[src/rtl/tm_pkg.sv]
package tm_pkg;
    typedef enum logic [1:0] {
        PH_COLLECT = 2'd0,
        PH_SCAN    = 2'd1,
        PH_EMIT    = 2'd2
    } phase_e;
endpackage

[src/rtl/tm_addr_ctrl.sv]
module tm_addr_ctrl #(
    parameter int GROUP_N = 10,
    parameter int ADDR_W  = 4
) (
    input  logic                clk,
    input  logic                rst,
    input  logic                sample_valid,
    output logic                wr_en,
    output logic [ADDR_W-1:0]   wr_addr,
    output logic [ADDR_W-1:0]   rd_addr,
    output logic                scan_en,
    output logic                scan_first,
    output logic                emit,
    output tm_pkg::phase_e      phase
);
    import tm_pkg::*;

    localparam logic [ADDR_W-1:0] LAST = ADDR_W'(GROUP_N - 1);

    typedef struct packed {
        phase_e             ph;
        logic [ADDR_W-1:0]  wa;
        logic [ADDR_W-1:0]  ra;
    } ctrl_t;

    ctrl_t st_d, st_q;

    always_comb begin
        st_d       = st_q;
        wr_en      = (st_q.ph == PH_COLLECT) && sample_valid;
        scan_en    = (st_q.ph == PH_SCAN);
        scan_first = scan_en && (st_q.ra == '0);
        emit       = (st_q.ph == PH_EMIT);
        case (st_q.ph)
            PH_COLLECT: begin
                if (sample_valid) begin
                    if (st_q.wa == LAST) begin
                        st_d.wa = '0;
                        st_d.ra = '0;
                        st_d.ph = PH_SCAN;
                    end else begin
                        st_d.wa = st_q.wa + 1'b1;
                    end
                end
            end
            PH_SCAN: begin
                if (st_q.ra == LAST) begin
                    st_d.ra = '0;
                    st_d.ph = PH_EMIT;
                end else begin
                    st_d.ra = st_q.ra + 1'b1;
                end
            end
            PH_EMIT:  st_d.ph = PH_COLLECT;
            default:  st_d.ph = PH_COLLECT;
        endcase
    end

    always_ff @(posedge clk) begin
        if (rst) begin
            st_q.ph <= PH_COLLECT;
            st_q.wa <= '0;
            st_q.ra <= '0;
        end else begin
            st_q <= st_d;
        end
    end

    assign wr_addr = st_q.wa;
    assign rd_addr = st_q.ra;
    assign phase   = st_q.ph;
endmodule

[src/rtl/tm_sample_mem.sv]
module tm_sample_mem #(
    parameter int DATA_W = 8,
    parameter int DEPTH  = 10,
    parameter int ADDR_W = 4
) (
    input  logic              clk,
    input  logic              we,
    input  logic [ADDR_W-1:0] waddr,
    input  logic [DATA_W-1:0] wdata,
    input  logic [ADDR_W-1:0] raddr,
    output logic [DATA_W-1:0] rdata
);
    logic [DATA_W-1:0] cell_q [DEPTH];

    for (genvar g = 0; g < DEPTH; g++) begin : g_cell
        always_ff @(posedge clk) begin
            if (we && (waddr == ADDR_W'(g))) begin
                cell_q[g] <= wdata;
            end
        end
    end

    always_comb begin
        rdata = '0;
        for (int i = 0; i < DEPTH; i++) begin
            if (raddr == ADDR_W'(i)) begin
                rdata = cell_q[i];
            end
        end
    end
endmodule

[src/rtl/tm_minmax_acc.sv]
module tm_minmax_acc #(
    parameter int DATA_W = 8,
    parameter int SUM_W  = 12
) (
    input  logic              clk,
    input  logic              rst,
    input  logic              scan_en,
    input  logic              scan_first,
    input  logic [DATA_W-1:0] din,
    output logic [SUM_W-1:0]  sum,
    output logic [DATA_W-1:0] hi,
    output logic [DATA_W-1:0] lo
);
    typedef struct packed {
        logic [SUM_W-1:0]  sum;
        logic [DATA_W-1:0] hi;
        logic [DATA_W-1:0] lo;
    } acc_t;

    acc_t acc_d, acc_q;
    logic [SUM_W-1:0] din_ext;

    always_comb begin
        din_ext = {{(SUM_W-DATA_W){1'b0}}, din};
        acc_d   = acc_q;
        if (scan_en) begin
            if (scan_first) begin
                acc_d.sum = din_ext;
                acc_d.hi  = din;
                acc_d.lo  = din;
            end else begin
                acc_d.sum = acc_q.sum + din_ext;
                acc_d.hi  = (din > acc_q.hi) ? din : acc_q.hi;
                acc_d.lo  = (din < acc_q.lo) ? din : acc_q.lo;
            end
        end
    end

    always_ff @(posedge clk) begin
        if (rst) begin
            acc_q <= '0;
        end else begin
            acc_q <= acc_d;
        end
    end

    assign sum = acc_q.sum;
    assign hi  = acc_q.hi;
    assign lo  = acc_q.lo;
endmodule

[src/rtl/tm_err_stage.sv]
module tm_err_stage #(
    parameter int DATA_W     = 8,
    parameter int SUM_W      = 12,
    parameter int KEEP_SHIFT = 3,
    parameter int ERR_W      = 9,
    parameter int RATE_W     = 10
) (
    input  logic                     clk,
    input  logic                     rst,
    input  logic                     emit,
    input  logic [SUM_W-1:0]         sum,
    input  logic [DATA_W-1:0]        hi,
    input  logic [DATA_W-1:0]        lo,
    input  logic [DATA_W-1:0]        setpoint,
    output logic signed [ERR_W-1:0]  err,
    output logic signed [RATE_W-1:0] err_rate,
    output logic                     err_valid
);
    typedef struct packed {
        logic [ERR_W-1:0]  err;
        logic [RATE_W-1:0] rate;
        logic              valid;
        logic              have_prev;
    } out_t;

    out_t o_d, o_q;

    logic [SUM_W-1:0]         trimmed;
    logic [DATA_W-1:0]        avg;
    logic signed [ERR_W-1:0]  e_new;
    logic signed [RATE_W-1:0] r_new;

    always_comb begin
        trimmed = sum - {{(SUM_W-DATA_W){1'b0}}, hi} - {{(SUM_W-DATA_W){1'b0}}, lo};
        avg     = DATA_W'(trimmed >> KEEP_SHIFT);
        e_new   = $signed({1'b0, setpoint}) - $signed({1'b0, avg});
        r_new   = $signed({e_new[ERR_W-1], e_new}) - $signed({o_q.err[ERR_W-1], o_q.err});
        o_d       = o_q;
        o_d.valid = emit;
        if (emit) begin
            o_d.err       = e_new;
            o_d.rate      = o_q.have_prev ? r_new : '0;
            o_d.have_prev = 1'b1;
        end
    end

    always_ff @(posedge clk) begin
        if (rst) begin
            o_q <= '0;
        end else begin
            o_q <= o_d;
        end
    end

    assign err       = o_q.err;
    assign err_rate  = o_q.rate;
    assign err_valid = o_q.valid;
endmodule

[src/rtl/trimmed_err_gen.sv]
module trimmed_err_gen #(
    parameter int DATA_W  = 8,
    parameter int GROUP_N = 10
) (
    input  logic                    clk,
    input  logic                    rst,
    input  logic                    sample_valid,
    input  logic [DATA_W-1:0]       sample_data,
    input  logic [DATA_W-1:0]       setpoint,
    output logic signed [DATA_W:0]  err,
    output logic signed [DATA_W+1:0] err_rate,
    output logic                    err_valid
);
    localparam int ADDR_W     = $clog2(GROUP_N);
    localparam int SUM_W      = DATA_W + $clog2(GROUP_N);
    localparam int KEEP_SHIFT = $clog2(GROUP_N - 2);
    localparam int ERR_W      = DATA_W + 1;
    localparam int RATE_W     = DATA_W + 2;

    logic                 wr_en;
    logic [ADDR_W-1:0]    wr_addr;
    logic [ADDR_W-1:0]    rd_addr;
    logic                 scan_en;
    logic                 scan_first;
    logic                 emit;
    tm_pkg::phase_e       phase;
    logic [DATA_W-1:0]    rd_data;
    logic [SUM_W-1:0]     acc_sum;
    logic [DATA_W-1:0]    acc_hi;
    logic [DATA_W-1:0]    acc_lo;

    tm_addr_ctrl #(.GROUP_N(GROUP_N), .ADDR_W(ADDR_W)) u_ctrl (
        .clk(clk), .rst(rst), .sample_valid(sample_valid),
        .wr_en(wr_en), .wr_addr(wr_addr), .rd_addr(rd_addr),
        .scan_en(scan_en), .scan_first(scan_first), .emit(emit), .phase(phase)
    );

    tm_sample_mem #(.DATA_W(DATA_W), .DEPTH(GROUP_N), .ADDR_W(ADDR_W)) u_mem (
        .clk(clk), .we(wr_en), .waddr(wr_addr), .wdata(sample_data),
        .raddr(rd_addr), .rdata(rd_data)
    );

    tm_minmax_acc #(.DATA_W(DATA_W), .SUM_W(SUM_W)) u_acc (
        .clk(clk), .rst(rst), .scan_en(scan_en), .scan_first(scan_first),
        .din(rd_data), .sum(acc_sum), .hi(acc_hi), .lo(acc_lo)
    );

    tm_err_stage #(
        .DATA_W(DATA_W), .SUM_W(SUM_W), .KEEP_SHIFT(KEEP_SHIFT),
        .ERR_W(ERR_W), .RATE_W(RATE_W)
    ) u_err (
        .clk(clk), .rst(rst), .emit(emit), .sum(acc_sum), .hi(acc_hi), .lo(acc_lo),
        .setpoint(setpoint), .err(err), .err_rate(err_rate), .err_valid(err_valid)
    );
endmodule

[config.mk]
export PLATFORM = sky130hd
export DESIGN_NAME = trimmed_err_gen
export DESIGN_NICKNAME = d
export VERILOG_FILES = /design/src/rtl/tm_pkg.sv /design/src/rtl/tm_addr_ctrl.sv /design/src/rtl/tm_sample_mem.sv /design/src/rtl/tm_minmax_acc.sv /design/src/rtl/tm_err_stage.sv /design/src/rtl/trimmed_err_gen.sv
export SDC_FILE = /design/constraint.sdc
export NUM_CORES = 1
export LEC_CHECK = 0
export ABC_AREA = 1
export BUFFER_PORTS_ARGS = -buffer_cell sky130_fd_sc_hd__buf_2
export CORE_ASPECT_RATIO = 0.5
export CORE_MARGIN = 4
export CORE_UTILIZATION = 55
export DETAILED_ROUTE_END_ITERATION = 8
export GPL_ROUTABILITY_DRIVEN = 0
export GPL_TIMING_DRIVEN = 0
export PLACE_DENSITY_LB_ADDON = 0.2
export SYNTH_ARGS = -nofsm -noshare
export SYNTH_HDL_FRONTEND = slang
export SYNTH_SLANG_ARGS = --single-unit
[constraint.sdc]
create_clock -name clk -period 3.68 [get_ports clk]
set_input_delay 0.736 -clock clk [delete_from_list [all_inputs] [get_ports clk]]
set_output_delay 0.736 -clock clk [all_outputs]
set_load 0.03 [all_outputs]
Word level (Yosys, flattened, before mapping)
Memory sizes are Yosys's and may differ from the RTL's. Cells that the tools add are included.

Add/sub/neg operators: 7. Order comparisons: 2. Equality and inequality tests: 23. Mux-type cells: 69. Reductions and logical operators: 32.

Operator list (count): $mux 8 (21); $reduce_or 8->1 (9); $mux 4 (12); $eq 4x3->1 const B (8); $mux 1 (29); $mux 28 (1); $sub 11x8->11 (2); $mux 10 (2); $eq 4x2->1 const B (4); $eq 4x4->1 const B (4); $add 12x8->12 (1); $logic_and 1x1->1 (12); $sub 9x9->10 (1); $sub 8x8->9 (1); $add 4x1->4 const B (2); $eq 4x1->1 const B (2); $gt 8x8->1 (1); $logic_not 4->1 (2); $lt 8x8->1 (1); $pmux 4 s2 (1); $reduce_and 2->1 (3); $reduce_and 3->1 (2); $reduce_bool 2->1 (3); $mux 2 (2); other kinds (6) (7).

Register bits: 59. Bits in writable memories: 80. Input port bits: 19. Word-level logic and storage cells: 144. Memories kept: 1.

Memory list: u_mem.cell_q (depth 10, width 8, rd ports 10, clocked after memory_dff 0, write ports 1, line tm_sample_mem.sv:13) `logic [DATA_W-1:0] cell_q [DEPTH];`.

Logic depth before layout (Yosys ltp)
Gate-level depths: netlist of the first run.

Depth in word-level cells: 15. Gate-level depth with buffers: 29. Depth with buffers taken out: 29.

Hierarchy
From an unflattened synthesis of the first run, not the netlist that was laid out.

Cell total of the unflattened synthesis: 975. Area total of the unflattened synthesis: 8125.3 µm².

Modules (own cells, without submodules): tm_sample_mem (times used 1, cells each 258, area an instance 3218.1 µm²); tm_err_stage (times used 1, cells each 333, area an instance 2267.2 µm²); tm_minmax_acc (times used 1, cells each 310, area an instance 2100.8 µm²); tm_addr_ctrl (times used 1, cells each 74, area an instance 539.3 µm²).

Worst setup path before layout of the first run
No wires, ideal clock.

Kind: register -> register. Start point: reg u_acc.acc_q, in the netlist u_acc.hi[2]. End point: reg u_err.o_q, in the netlist u_err.err_rate[7]. Library setup time: 0.132 ns. Data arrival time: 3.782 ns. Required time: 3.548 ns. Slack: -0.234 ns. Cell stages (with the launch flop): 26. Path buffers: 0. Period minus slack after synthesis: 3.914 ns. Path through: dfxtp_1 -> inv_1 -> fa_1 -> ha_1 -> a21oi_1 -> nand2_1 -> nand2_1 -> nand2_1 -> nand2_1 -> nand2_1 -> nand2_1 -> nand2_1 -> a21o_1 -> a21o_1 -> xnor2_1 -> ha_1 -> inv_1 -> o21ai_0 -> xor2_1 -> inv_1 -> ha_1 -> o21ai_0 -> nand2_1 -> or2_2 -> nand3_1 -> a21oi_1.

Cells in the longest elaborated chain, start to end: 5.

RTL lines: start, declared (line tm_minmax_acc.sv:20) `acc_t acc_d, acc_q;`; start signal, assigned (line tm_minmax_acc.sv:41) `acc_q <= '0;`; start signal, assigned (line tm_minmax_acc.sv:43) `acc_q <= acc_d;`; $sub 11x8->11 (2 in series) (line tm_err_stage.sv:34) `trimmed = sum - {{(SUM_W-DATA_W){1'b0}}, hi} - {{(SUM_W-DATA_W){1'b0}}, lo};`; $sub 8x8->9 (line tm_err_stage.sv:36) `e_new = $signed({1'b0, setpoint}) - $signed({1'b0, avg});`; named net u_err.e_new[6] (line tm_err_stage.sv:30) `logic signed [ERR_W-1:0] e_new;`; $sub 9x9->10 (line tm_err_stage.sv:37) `r_new = $signed({e_new[ERR_W-1], e_new}) - $signed({o_q.err[ERR_W-1], o_q.err});`; $mux 10 (line tm_err_stage.sv:42) `o_d.rate = o_q.have_prev ? r_new : '0;`; end signal, assigned (line tm_err_stage.sv:49) `o_q <= '0;`; end signal, assigned (line tm_err_stage.sv:51) `o_q <= o_d;`; end, declared (line tm_err_stage.sv:26) `out_t o_d, o_q;`.

The timed path passes the listed nets, and every way through them passes these cells. A chain may end at the register's enable or synchronous reset.

Final worst setup path of the first run
Ends and elaborated chain as after synthesis.

==> impl_results.md, run 1 <==
* Area delta synth->final at 21.1%
* Worst endpoint required time at about 4.0 ns
* I/O pins at 39
* Vias in the first global route at 5216
* Rows at 29
* Vias per Instance at 5.29
* CP Data Arrival Time at 4.53 ns
* Total Routing Usage GR at 21.6%
* Final std cells w/o fill at 1048
* Final Cycle Share at 115%
* R2r worst-path depth at 26
* Crit Path Max Fanout at 4
* Crit path max-delay cell type: fa_1
* Failing checks: negative setup slack
* Worst Tran Pin Value at 1.30 ns
* Syn Inst Count at approximately 790
* Synthesized cell area at 0.00719 mm2
* Most frequent CP cell: nand2_2
* Router iterations before antenna repair at 5
* GRT overflow at 0
* Hold path endpoint: u_err.o_q[0]
* Worst min path class: reg2reg
* Final Power at ~0.0036 W
* # H-tree levels at 4
* Largest net degree at the start of global routing at 17
* Initial DRC Count at 308
* PnR worst setup slack at -0.557 ns
* Clock Latency Late Sink at 0.43 ns
* Startpoint types: flip-flop
* Commonest non-fill, non-tap cell in the layout: nand2_1
* Initial core utilization at 56.4%
* CP peak stage delay at 0.50 ns
* Power per Cell Area at ~410 mW/mm2
* Hold Vio Cnt, Final at 0
* Primary FF master, synth: edfxtp_1
* Mapped Nets at 863
* Final nets at 943
* Seq/Total Area, Yosys at 49.6%
* Die ar. at 0.0151 mm2
* Netlist cell types at 43
* CTS sink cnt at between 100 and 150
* Syn avg cell area at 9.15 um2
* Die Y at 88.8 um
* Clk_skew at 0.0131 ns
* Worst setup path start: u_acc.hi[2]
* DP Worst Slack at -0.470 ns
* Core ar. at 0.0127 mm2
* Initial antenna violation count at 0
* Post-synth EDFFs at 80
* DRT Wirelength at 16.2 mm
* IO Port Bufs at 38
* Hold-fix buffers, CTS at 0
* ANT cells at 0
* CP Capture Type: flip-flop
* Inst Count DP at 993
* Filler cells at 963
* Leak Pwr at 3.62 nW
* Most frequent cells in the layout: nand2_1 (151), inv_1 (92), edfxtp_1 (80)
* Layout cells sized above 1 at about 24%
* #FFs+latches synth at between 100 and 150
* Root buffer cell: clkbuf_16
* DRC violations left at 0
* Die width at 170 um
* Worst relative slew slack at 12.6%
* Final TNS setup at -2.22 ns
* RSZ-0062 raised after global routing: true
* DR WL/cell at 15.5 um
* Critical path type: reg2reg
* DRT antenna net count at 0
* Flop-to-flop setup slack at -0.56 ns
* Total CTS buffers at 17
* Worst Hold Depth at 2
* Longest Clk Path Bufs at 2
* Fmax at 236 MHz
* Clock-pin slew on the worst setup and hold paths at 0.07 ns
* Vias after detailed routing at 5544
* Reg-to-Reg End: u_err.err_rate[7]
* VDD IR max at approximately 0.26 mV
* Ys async rst share at 0%
* Hold Crit Start: u_err.o_q[0]
* Status: complete, but fails checks
* Reg-to-Reg Start: u_acc.hi[2]
* Max cap viols at 0
* Yosys warning count at 0
* Final Setup Violations at 6
* Global-route wire length before repair at 25.2 mm
* Fin. max-slew vios at 0
* Minimum clock period at between 4 and 5 ns
* TritonCTS clock tree: built
* DPL Wire Length at approximately 11 mm
per-stage QoR:
step | instance area, um2 | utilization (%) | hold slack [ns]
after floorplan | 7240 | - | 0.436
final | 8700 | 68.3 | 0.459
after global routing | 8700 | 68.3 | 0.485
after global placement | 7640 | 60.0 | 0.443
after detailed placement | 7640 | 60.0 | 0.450
after CTS | 8350 | 65.6 | 0.460
logic make-up after synthesis:
group | after synthesis | synth area share, %
buf+inv | 141 | 8.69
compound gates | 137 | 11.1
fa+ha+maj | 59 | 11.3
simple gates | 295 | 17.5
xor+xnor | 15 | 1.83
flops | 138 | 49.6
cell type report:
cell class              instances  area [um2]  area share [%]
flip-flops and latches        138        3570            41.1
multi-input cells             506        3340            38.4
clock buffers                  17         425            4.89
inverters                     109         412            4.73
repair buffers                 61         367            4.21
plain buffers                  32         218            2.50
well taps                     170         213            2.45
clock inverters                15         153            1.75
worst max-delay path: cells and delay by family (launching register included):
kind / cells / cell delay (ns)
AND/OR/NAND/NOR: 11 / 1.02
flip-flops: 1 / 0.32
adder cells (fa/ha/maj): 4 / 1.43
buffers and inverters: 3 / 0.27
XOR/XNOR: 2 / 0.30
AO/OA/AOI/OAI: 6 / 0.75
how the worst max path moves through the flow:
stage / endpoint / slack, ns / depth (start not counted)
3_3_place_gp: u_err.err_rate[7] / -0.46 / 25
2_1_floorplan: u_err.err_rate[7] / -0.09 / 26
6_report: u_err.err_rate[7] / -0.56 / 26
5_1_grt: u_err.err_rate[8] / -0.83 / 26
3_5_place_dp: u_err.err_rate[7] / -0.47 / 25
4_1_cts: u_err.err_rate[7] / -0.39 / 24
Yosys cell counts (2+ instances only):
cell         n  area [um2]
nand2_1    163         612
inv_1      101         379
edfxtp_1    80        2400
a21oi_1     63         315
nor2_1      61         229
dfxtp_1     58        1160
ha_1        49         613
nand3_1     42         210
o21ai_0     35         175
buf_4       20         150
fa_1        10         200
clkbuf_1     8        30.0
nor3_1       8        40.0
xor2_1       8        70.1
a21oi_2      7        61.3
nand4_1      7        43.8
o211ai_1     7        52.6
xnor2_1      7        61.3
inv_2        5        18.8
a221oi_1     4        35.0
a31oi_1      4        25.0
o21bai_1     4        30.0
a211oi_1     3        22.5
clkinv_1     3        11.3
nor2_2       3        18.8
a21o_1       2        15.0
a2bb2oi_1    2        17.5
buf_6        2        22.5
nand2_2      2        12.5
nor2_4       2        22.5
nor3b_1      2        15.0
or2_2        2        12.5
metal layers:
layer	GRT usage [%]	vias to the layer above	wire, um
li1	-	2773	-
met1	26.6	2607	7200
met2	38.1	134	7930
met3	4.42	30	756
met4	8.47	0	340
met5	0	-	0
repair_timing:
item                                    CTS  global route
pin swaps                                10            32
endpoints found under the hold margin     0             0
setup buffers                             7            16
endpoints found under the setup margin   24            30
gates resized for setup                  23            52
gates cloned                              0             0
sequential cells by signal, summed over array words and instances, names as in the netlist:
signal,cells
u_err.err_valid,1
u_ctrl.rd_addr,4
u_mem.cell_q,80
u_acc.lo,8
u_err.o_q,1
u_ctrl.phase,2
u_acc.hi,8
u_err.err,9
u_ctrl.wr_addr,4
u_acc.sum,11
u_err.err_rate,10
power by group:
group / internal, W / switching (W)
registers: 0.00165 / 0.00000435
logic: 0.000112 / 0.000170
clock network: 0.000901 / 0.000774
total: 0.00266 / 0.000949
(Power assumes the default switching activity.)
==> run 2: changes to the inputs <==
--- a/config.mk
+++ b/config.mk
@@ -14,6 +14,8 @@
 export GPL_ROUTABILITY_DRIVEN = 0
 export GPL_TIMING_DRIVEN = 0
 export PLACE_DENSITY_LB_ADDON = 0.2
+export SETUP_SLACK_MARGIN = 0.5
+export SKIP_CTS_REPAIR_TIMING = 1
 export SYNTH_ARGS = -nofsm -noshare
 export SYNTH_HDL_FRONTEND = slang
 export SYNTH_SLANG_ARGS = --single-unit
==> impl_results.md, run 2 (synthesis gave the netlist of run 1 again) <==
* Crit Path Max Fanout at 4 (unchanged)
* Vias after detailed routing at 5954 (+7.4%)
* Most frequent CP cell: nand2_1
* Worst endpoint required time at 4.04 ns (+0.07 ns)
* Final Setup Violations at 5 (-1)
* Final TNS setup at -1.58 ns (+0.640 ns)
* Die Y at 88.8 um (unchanged)
* Internal power at 0.00271 W (+1.7%)
* Layout cells sized above 1 at 37.1% (+13 points)
* DRT Wirelength at 18.9 mm (+16%)
* TritonCTS clock tree: built
* CP Buf/Inv Count at 1 (-2)
* Clk_skew at 0.00936 ns (-0.00373 ns)
* Fmax at 242 MHz (+2.5%)
* Final Cycle Share at 112% (-2.8 points)
* CP Data Arrival Time at 4.49 ns (-0.04 ns)
* Fin. max-slew vios at 0 (unchanged)
* Worst Tran Pin Value at 1.24 ns (-0.0647 ns)
* DR WL/cell at 17.4 um (+12%)
* Most flop-heavy register: u_mem.cell_q
* DPL Wire Length at 11.2 mm (+0.91%)
* Total CTS buffers at 17 (unchanged)
* Root buffer cell: clkbuf_16
* Hold path endpoint: u_err.o_q[0]
* Max cap viols at 0 (unchanged)
* Reg-to-Reg End: u_err.err_rate[9]
* I/O pins at 39 (unchanged)
* ANT cells at 0 (unchanged)
* Crit-path cells: fa_1 -> ha_4 -> a21oi_2 -> nand2_2 -> xnor2_1 -> inv_1 -> ha_2 -> fa_2 -> xnor2_2 -> ha_1 -> a21oi_2 -> nand2_1 -> nand2_1 -> nand2_1 -> a21oi_2 -> nor2_2 -> o21ai_2 -> nand2_2 -> nand2_2 -> nand2_1 -> a21oi_1 -> o21ai_1 -> a21oi_1
* Die ar. at 0.0151 mm2 (unchanged)
* Global-route wire length before repair at 25.1 mm (-0.46%)
* Clock network power share at 45.4% (-1.0 points)
* Leak Pwr at 3.94 nW (+8.8%)
* Util after Layout at 75.2% (+6.9 points)
* Initial antenna violation count at 0 (unchanged)
* R2r worst-path depth at 23 (-12%)
* Reg-to-Reg Start: u_acc.sum[2]
* Total Routing Usage GR at 21.4% (-0.24 points)
* Comb power frac at 9.8% (+2.0 points)
* Hold Crit Start: u_err.o_q[0]
* Router iterations before antenna repair at 5 (unchanged)
* IO Port Bufs at 38 (unchanged)
* Die width at 170 um (unchanged)
* Filler cells at 786 (-18%)
* Top Family by Delay on Critical Path: adder cells
* Crit path max-delay cell type: fa_1
* Number of flip-flops in the largest register at 80 (unchanged)
* PnR worst setup slack at -0.452 ns (+0.105 ns)
* # H-tree levels at 4 (unchanged)
* Critical path type: reg2reg
* VDD IR max at 0.240 mV (-6.5%)
* Rows at 29 (unchanged)
* DRC violations left at 0 (unchanged)
* Vias per Instance at 5.48 (+3.6%)
* Worst relative slew slack at 17.0% (+4.3 points)
* Power per Cell Area at 385 mW/mm2 (-7.1%)
* Area delta synth->final at 33.3%
* Switching power at 0.000986 W (+3.9%)
* Initial DRC Count at 364 (+18%)
* Worst Hold Depth at 2 (unchanged)
* Final nets at 981 (+4.0%)
* Status: complete, but fails checks
* CP peak stage delay at 0.61 ns (+0.11 ns)
* RSZ-0062 raised after global routing: true
* Hold Vio Cnt, Final at 0 (unchanged)
* DRT antenna net count at 0 (unchanged)
* Failing checks: negative setup slack
* Flop-to-flop setup slack at -0.45 ns (+0.10 ns)
* Most frequent cells in the layout: nand2_1 (125), inv_1 (89), edfxtp_1 (80)
* Seq pwr share at 44.8% (-0.9 points)
* Longest Clk Path Bufs at 2 (unchanged)
* Clock Latency Late Sink at 0.43 ns (about the same)
* Commonest non-fill, non-tap cell in the layout: nand2_1
* Initial core utilization at 56.4% (unchanged)
* Largest net degree at the start of global routing at 17 (unchanged)
* CP Capture Type: flip-flop
* Core ar. at 0.0127 mm2 (unchanged)
* Minimum clock period at 4.13 ns (-0.105 ns)
* Clock-pin slew on the worst setup and hold paths at 0.07 ns (about the same)
* CTS sink cnt at 138 (unchanged)
* Worst min path class: reg2reg
* Sw Ratio at 26.7% (+0.42 points)
* Vias in the first global route at 5150 (-1.3%)
* GRT overflow at 0 (unchanged)
* Startpoint types: flip-flop
run 2: changes by cell type in the layout (fill, tap and decap cells not counted), sizes merged:
cell,before,now
buf,83,121
clkinvlp,3,4
clkinv,7,8
inv,114,112
run 2: worst max path at each step:
stage / to / slack (ns) / startpoint / depth (start not counted)
after global placement: u_err.err_rate[7] / -0.46 / u_acc.lo[2] / 25
after floorplan: u_err.err_rate[7] / -0.09 / u_acc.hi[2] / 25
after CTS: u_err.err_rate[7] / -0.61 / u_acc.lo[2] / 22
after detailed placement: u_err.err_rate[7] / -0.53 / u_acc.lo[2] / 25
after global routing: u_err.err_rate[8] / -0.71 / u_acc.sum[2] / 28
final: u_err.err_rate[9] / -0.45 / u_acc.sum[2] / 23
run 2: cell type report:
| class | count | area (um2) | share of cell area (%) |
|---|---|---|---|
| buffer | 32 | 233 | 2.43 |
| inverter | 109 | 440 | 4.60 |
| multi-input combinational | 506 | 3810 | 39.8 |
| clock inverter | 15 | 155 | 1.62 |
| timing repair buffer | 99 | 722 | 7.53 |
| clock buffer | 17 | 425 | 4.44 |
| sequential | 138 | 3580 | 37.4 |
| tap | 170 | 213 | 2.22 |
run 2: power groups by stage:
stage / Sequential, W / Combinational (W) / Clock [W]
CTS: 0.00165 / 0.000219 / 0.00167
detailed placement: 0.00169 / 0.000216 / 0
floorplan: 0.00169 / 0.000148 / 0
global placement: 0.00169 / 0.000208 / 0
finish: 0.00165 / 0.000363 / 0.00168
global route: 0.00165 / 0.000393 / 0.00176
run 2: layer usage:
metal	GRT usage [%]	vias up	routed length [um]	part of all wire [%]
met3	5.09	51	1180	6.2
met4	7.67	0	509	2.7
met5	0	-	0	0
met1	27.1	2823	7780	41
met2	36.4	217	9420	50
li1	-	2863	-	-
run 2: tightest hold or removal path, cell delays in order, from the launching register on:
cell and delay, ns:
dfxtp_1 0.30, inv_1 0.06, a21oi_1 0.06
run 2: metrics by stage:
stage          setup WS (ns)  power, W  area, um2  instances  hold slack [ns]
2_1_floorplan        -0.0897   0.00183       7240        785            0.436
3_3_place_gp          -0.465   0.00189       7640        993            0.445
3_5_place_dp          -0.529   0.00190       7640        993            0.456
4_1_cts               -0.606   0.00354       8220       1025            0.466
5_1_grt               -0.713   0.00380       9580       1086            0.488
6_report              -0.452   0.00369       9580       1086            0.460
==> run 3: changes to the inputs <==
--- a/config.mk
+++ b/config.mk
@@ -14,6 +14,7 @@
 export GPL_ROUTABILITY_DRIVEN = 0
 export GPL_TIMING_DRIVEN = 0
 export PLACE_DENSITY_LB_ADDON = 0.2
+export RECOVER_POWER = 50
 export SETUP_SLACK_MARGIN = 0.5
 export SKIP_CTS_REPAIR_TIMING = 1
 export SYNTH_ARGS = -nofsm -noshare
==> impl_results.md, run 3 (synthesis gave the netlist of run 1 again) <==
* ANT cells at 0 (unchanged)
* Startpoint types: flip-flop
* Reg area at 0.00358 mm2 (unchanged)
* Status: complete, but fails checks
* Worst Tran Pin Value at 1.25 ns (+0.0161 ns)
* CP Capture Type: flip-flop
* Total Routing Usage GR at 21.4% (unchanged)
* IO Port Bufs at 38 (unchanged)
* Most frequent cells in the layout: nand2_1 (125), inv_1 (89), edfxtp_1 (80)
* Number of flip-flops in the largest register at 80 (unchanged)
* Fmax at 242 MHz (about the same)
* Rows at 29 (unchanged)
* Largest net degree at the start of global routing at 17 (unchanged)
* Clock Latency Late Sink at 0.42 ns (about the same)
* Max cap viols at 0 (unchanged)
* RSZ-0062 raised after global routing: true
* I/O pins at 39 (unchanged)
* Vias after detailed routing at 5947 (-0.12%)
* Minimum clock period at 4.13 ns (+0.000172 ns)
* Commonest non-fill, non-tap cell in the layout: nand2_1
* Worst min path class: reg2reg
* Leak Pwr at 3.83 nW (-2.7%)
* Core ar. at 0.0127 mm2 (unchanged)
* Final std cells w/o fill at 1086 (unchanged)
* Router iterations before antenna repair at 5 (unchanged)
* Hold Vio Cnt, Final at 0 (unchanged)
* Final nets at 981 (unchanged)
* Vias in the first global route at 5150 (unchanged)
* Die ar. at 0.0151 mm2 (unchanged)
* Total CTS buffers at 17 (unchanged)
* Area of the multi-input gates at 0.00381 mm2 (unchanged)
* Fin. max-slew vios at 0 (unchanged)
* # H-tree levels at 4 (unchanged)
* Worst relative slew slack at 15.9% (-1.1 points)
* Root buffer cell: clkbuf_16
* DRT antenna net count at 0 (unchanged)
* Filler cells at 805 (+2.4%)
* Crit Path Max Fanout at 4 (unchanged)
* Die Y at 88.8 um (unchanged)
* Vias per Instance at 5.48 (-0.12%)
* CP Data Arrival Time at 4.49 ns (about the same)
* Initial core utilization at 56.4% (unchanged)
* CTS sink cnt at 138 (unchanged)
* Global-route wire length before repair at 25.1 mm (unchanged)
* DRC violations left at 0 (unchanged)
* Worst endpoint required time at 4.04 ns (about the same)
* Layout cells sized above 1 at 34.2% (-2.9 points)
* Final Setup Violations at 5 (unchanged)
* DPL Wire Length at 11.2 mm (unchanged)
* PnR worst setup slack at -0.452 ns (-0.000172 ns)
* GRT overflow at 0 (unchanged)
* DRT Wirelength at 19.0 mm (+0.58%)
* Critical path type: reg2reg
* Clock-pin slew on the worst setup and hold paths at 0.07 ns (about the same)
* Final Cycle Share at 112% (about the same)
* Area delta synth->final at 32.9%
* Final Power at 0.00369 W (about the same)
* Inst Count DP at 993 (unchanged)
* DR WL/cell at 17.5 um (+0.58%)
* Initial DRC Count at 370 (+1.6%)
* Clk_skew at 0.00953 ns (+0.000169 ns)
* Failing checks: negative setup slack
* Longest Clk Path Bufs at 2 (unchanged)
* TritonCTS clock tree: built
* Most flop-heavy register: u_mem.cell_q
* Power per Cell Area at 386 mW/mm2 (+0.28%)
* Initial antenna violation count at 0 (unchanged)
* Util after Layout at 75.0% (-0.27 points)
* Die width at 170 um (unchanged)
* VDD IR max at 0.240 mV (about the same)
## run 3: cell count changes in the layout (fill, tap and decap cells not counted)
cell and delta:
buf_2 -27, clkbuf_1 +27
## run 3: power breakdown
part	internal, W	switching, W
combinational	0.000156	0.000206
clock	0.000902	0.000772
sequential	0.00165	0.00000626
## run 3: final timing paths
| path | slack, ns | from | cells after the start | to |
|---|---|---|---|---|
| max | -0.45 | u_acc.sum[2] | 23 | u_err.err_rate[9] |
| min | 0.46 | u_err.o_q[0] | 2 | u_err.o_q[0] |
| max reg2reg | -0.45 | u_acc.sum[2] | 23 | u_err.err_rate[9] |
| min reg2reg | 0.46 | u_err.o_q[0] | 2 | u_err.o_q[0] |
## run 3: metrics by stage
step	setup TNS [ns]	setup slack, ns	cell area (um2)	hold slack (ns)
after floorplan	-0.145	-0.0897	7240	0.436
after global placement	-1.96	-0.465	7640	0.445
after detailed placement	-3.23	-0.529	7640	0.456
after CTS	-4.24	-0.606	8220	0.466
after global routing	-3.46	-0.713	9550	0.488
final	-1.58	-0.452	9550	0.460
## run 3: layout make-up
class / instances / share of cell area (%)
Clock inverter: 15 / 1.62
Timing Repair Buffer: 99 / 7.21
Multi-Input combinational cell: 506 / 39.9
Sequential cell: 138 / 37.5
Clock buffer: 17 / 4.46
Inverter: 109 / 4.61
Buffer: 32 / 2.44
Tap cell: 170 / 2.23
## run 3: layer usage
metal | GRT usage [%] | wire, um
met4 | 7.67 | 514
met1 | 27.1 | 7970
met2 | 36.4 | 9400
met5 | 0 | 0
met3 | 5.09 | 1110
## run 3: critical path: stages, from the launching register on
cell and delay, ns:
dfxtp_4 0.36, fa_1 0.61, ha_4 0.22, a21oi_2 0.13, nand2_2 0.08, xnor2_1 0.14, inv_1 0.06, ha_2 0.20
fa_2 0.44, xnor2_2 0.17, ha_1 0.36, a21oi_2 0.14, nand2_1 0.09, nand2_1 0.07, nand2_1 0.07, a21oi_2 0.18
nor2_2 0.07, o21ai_2 0.12, nand2_2 0.10, nand2_2 0.08, nand2_1 0.05, a21oi_1 0.12, o21ai_1 0.09, a21oi_1 0.12
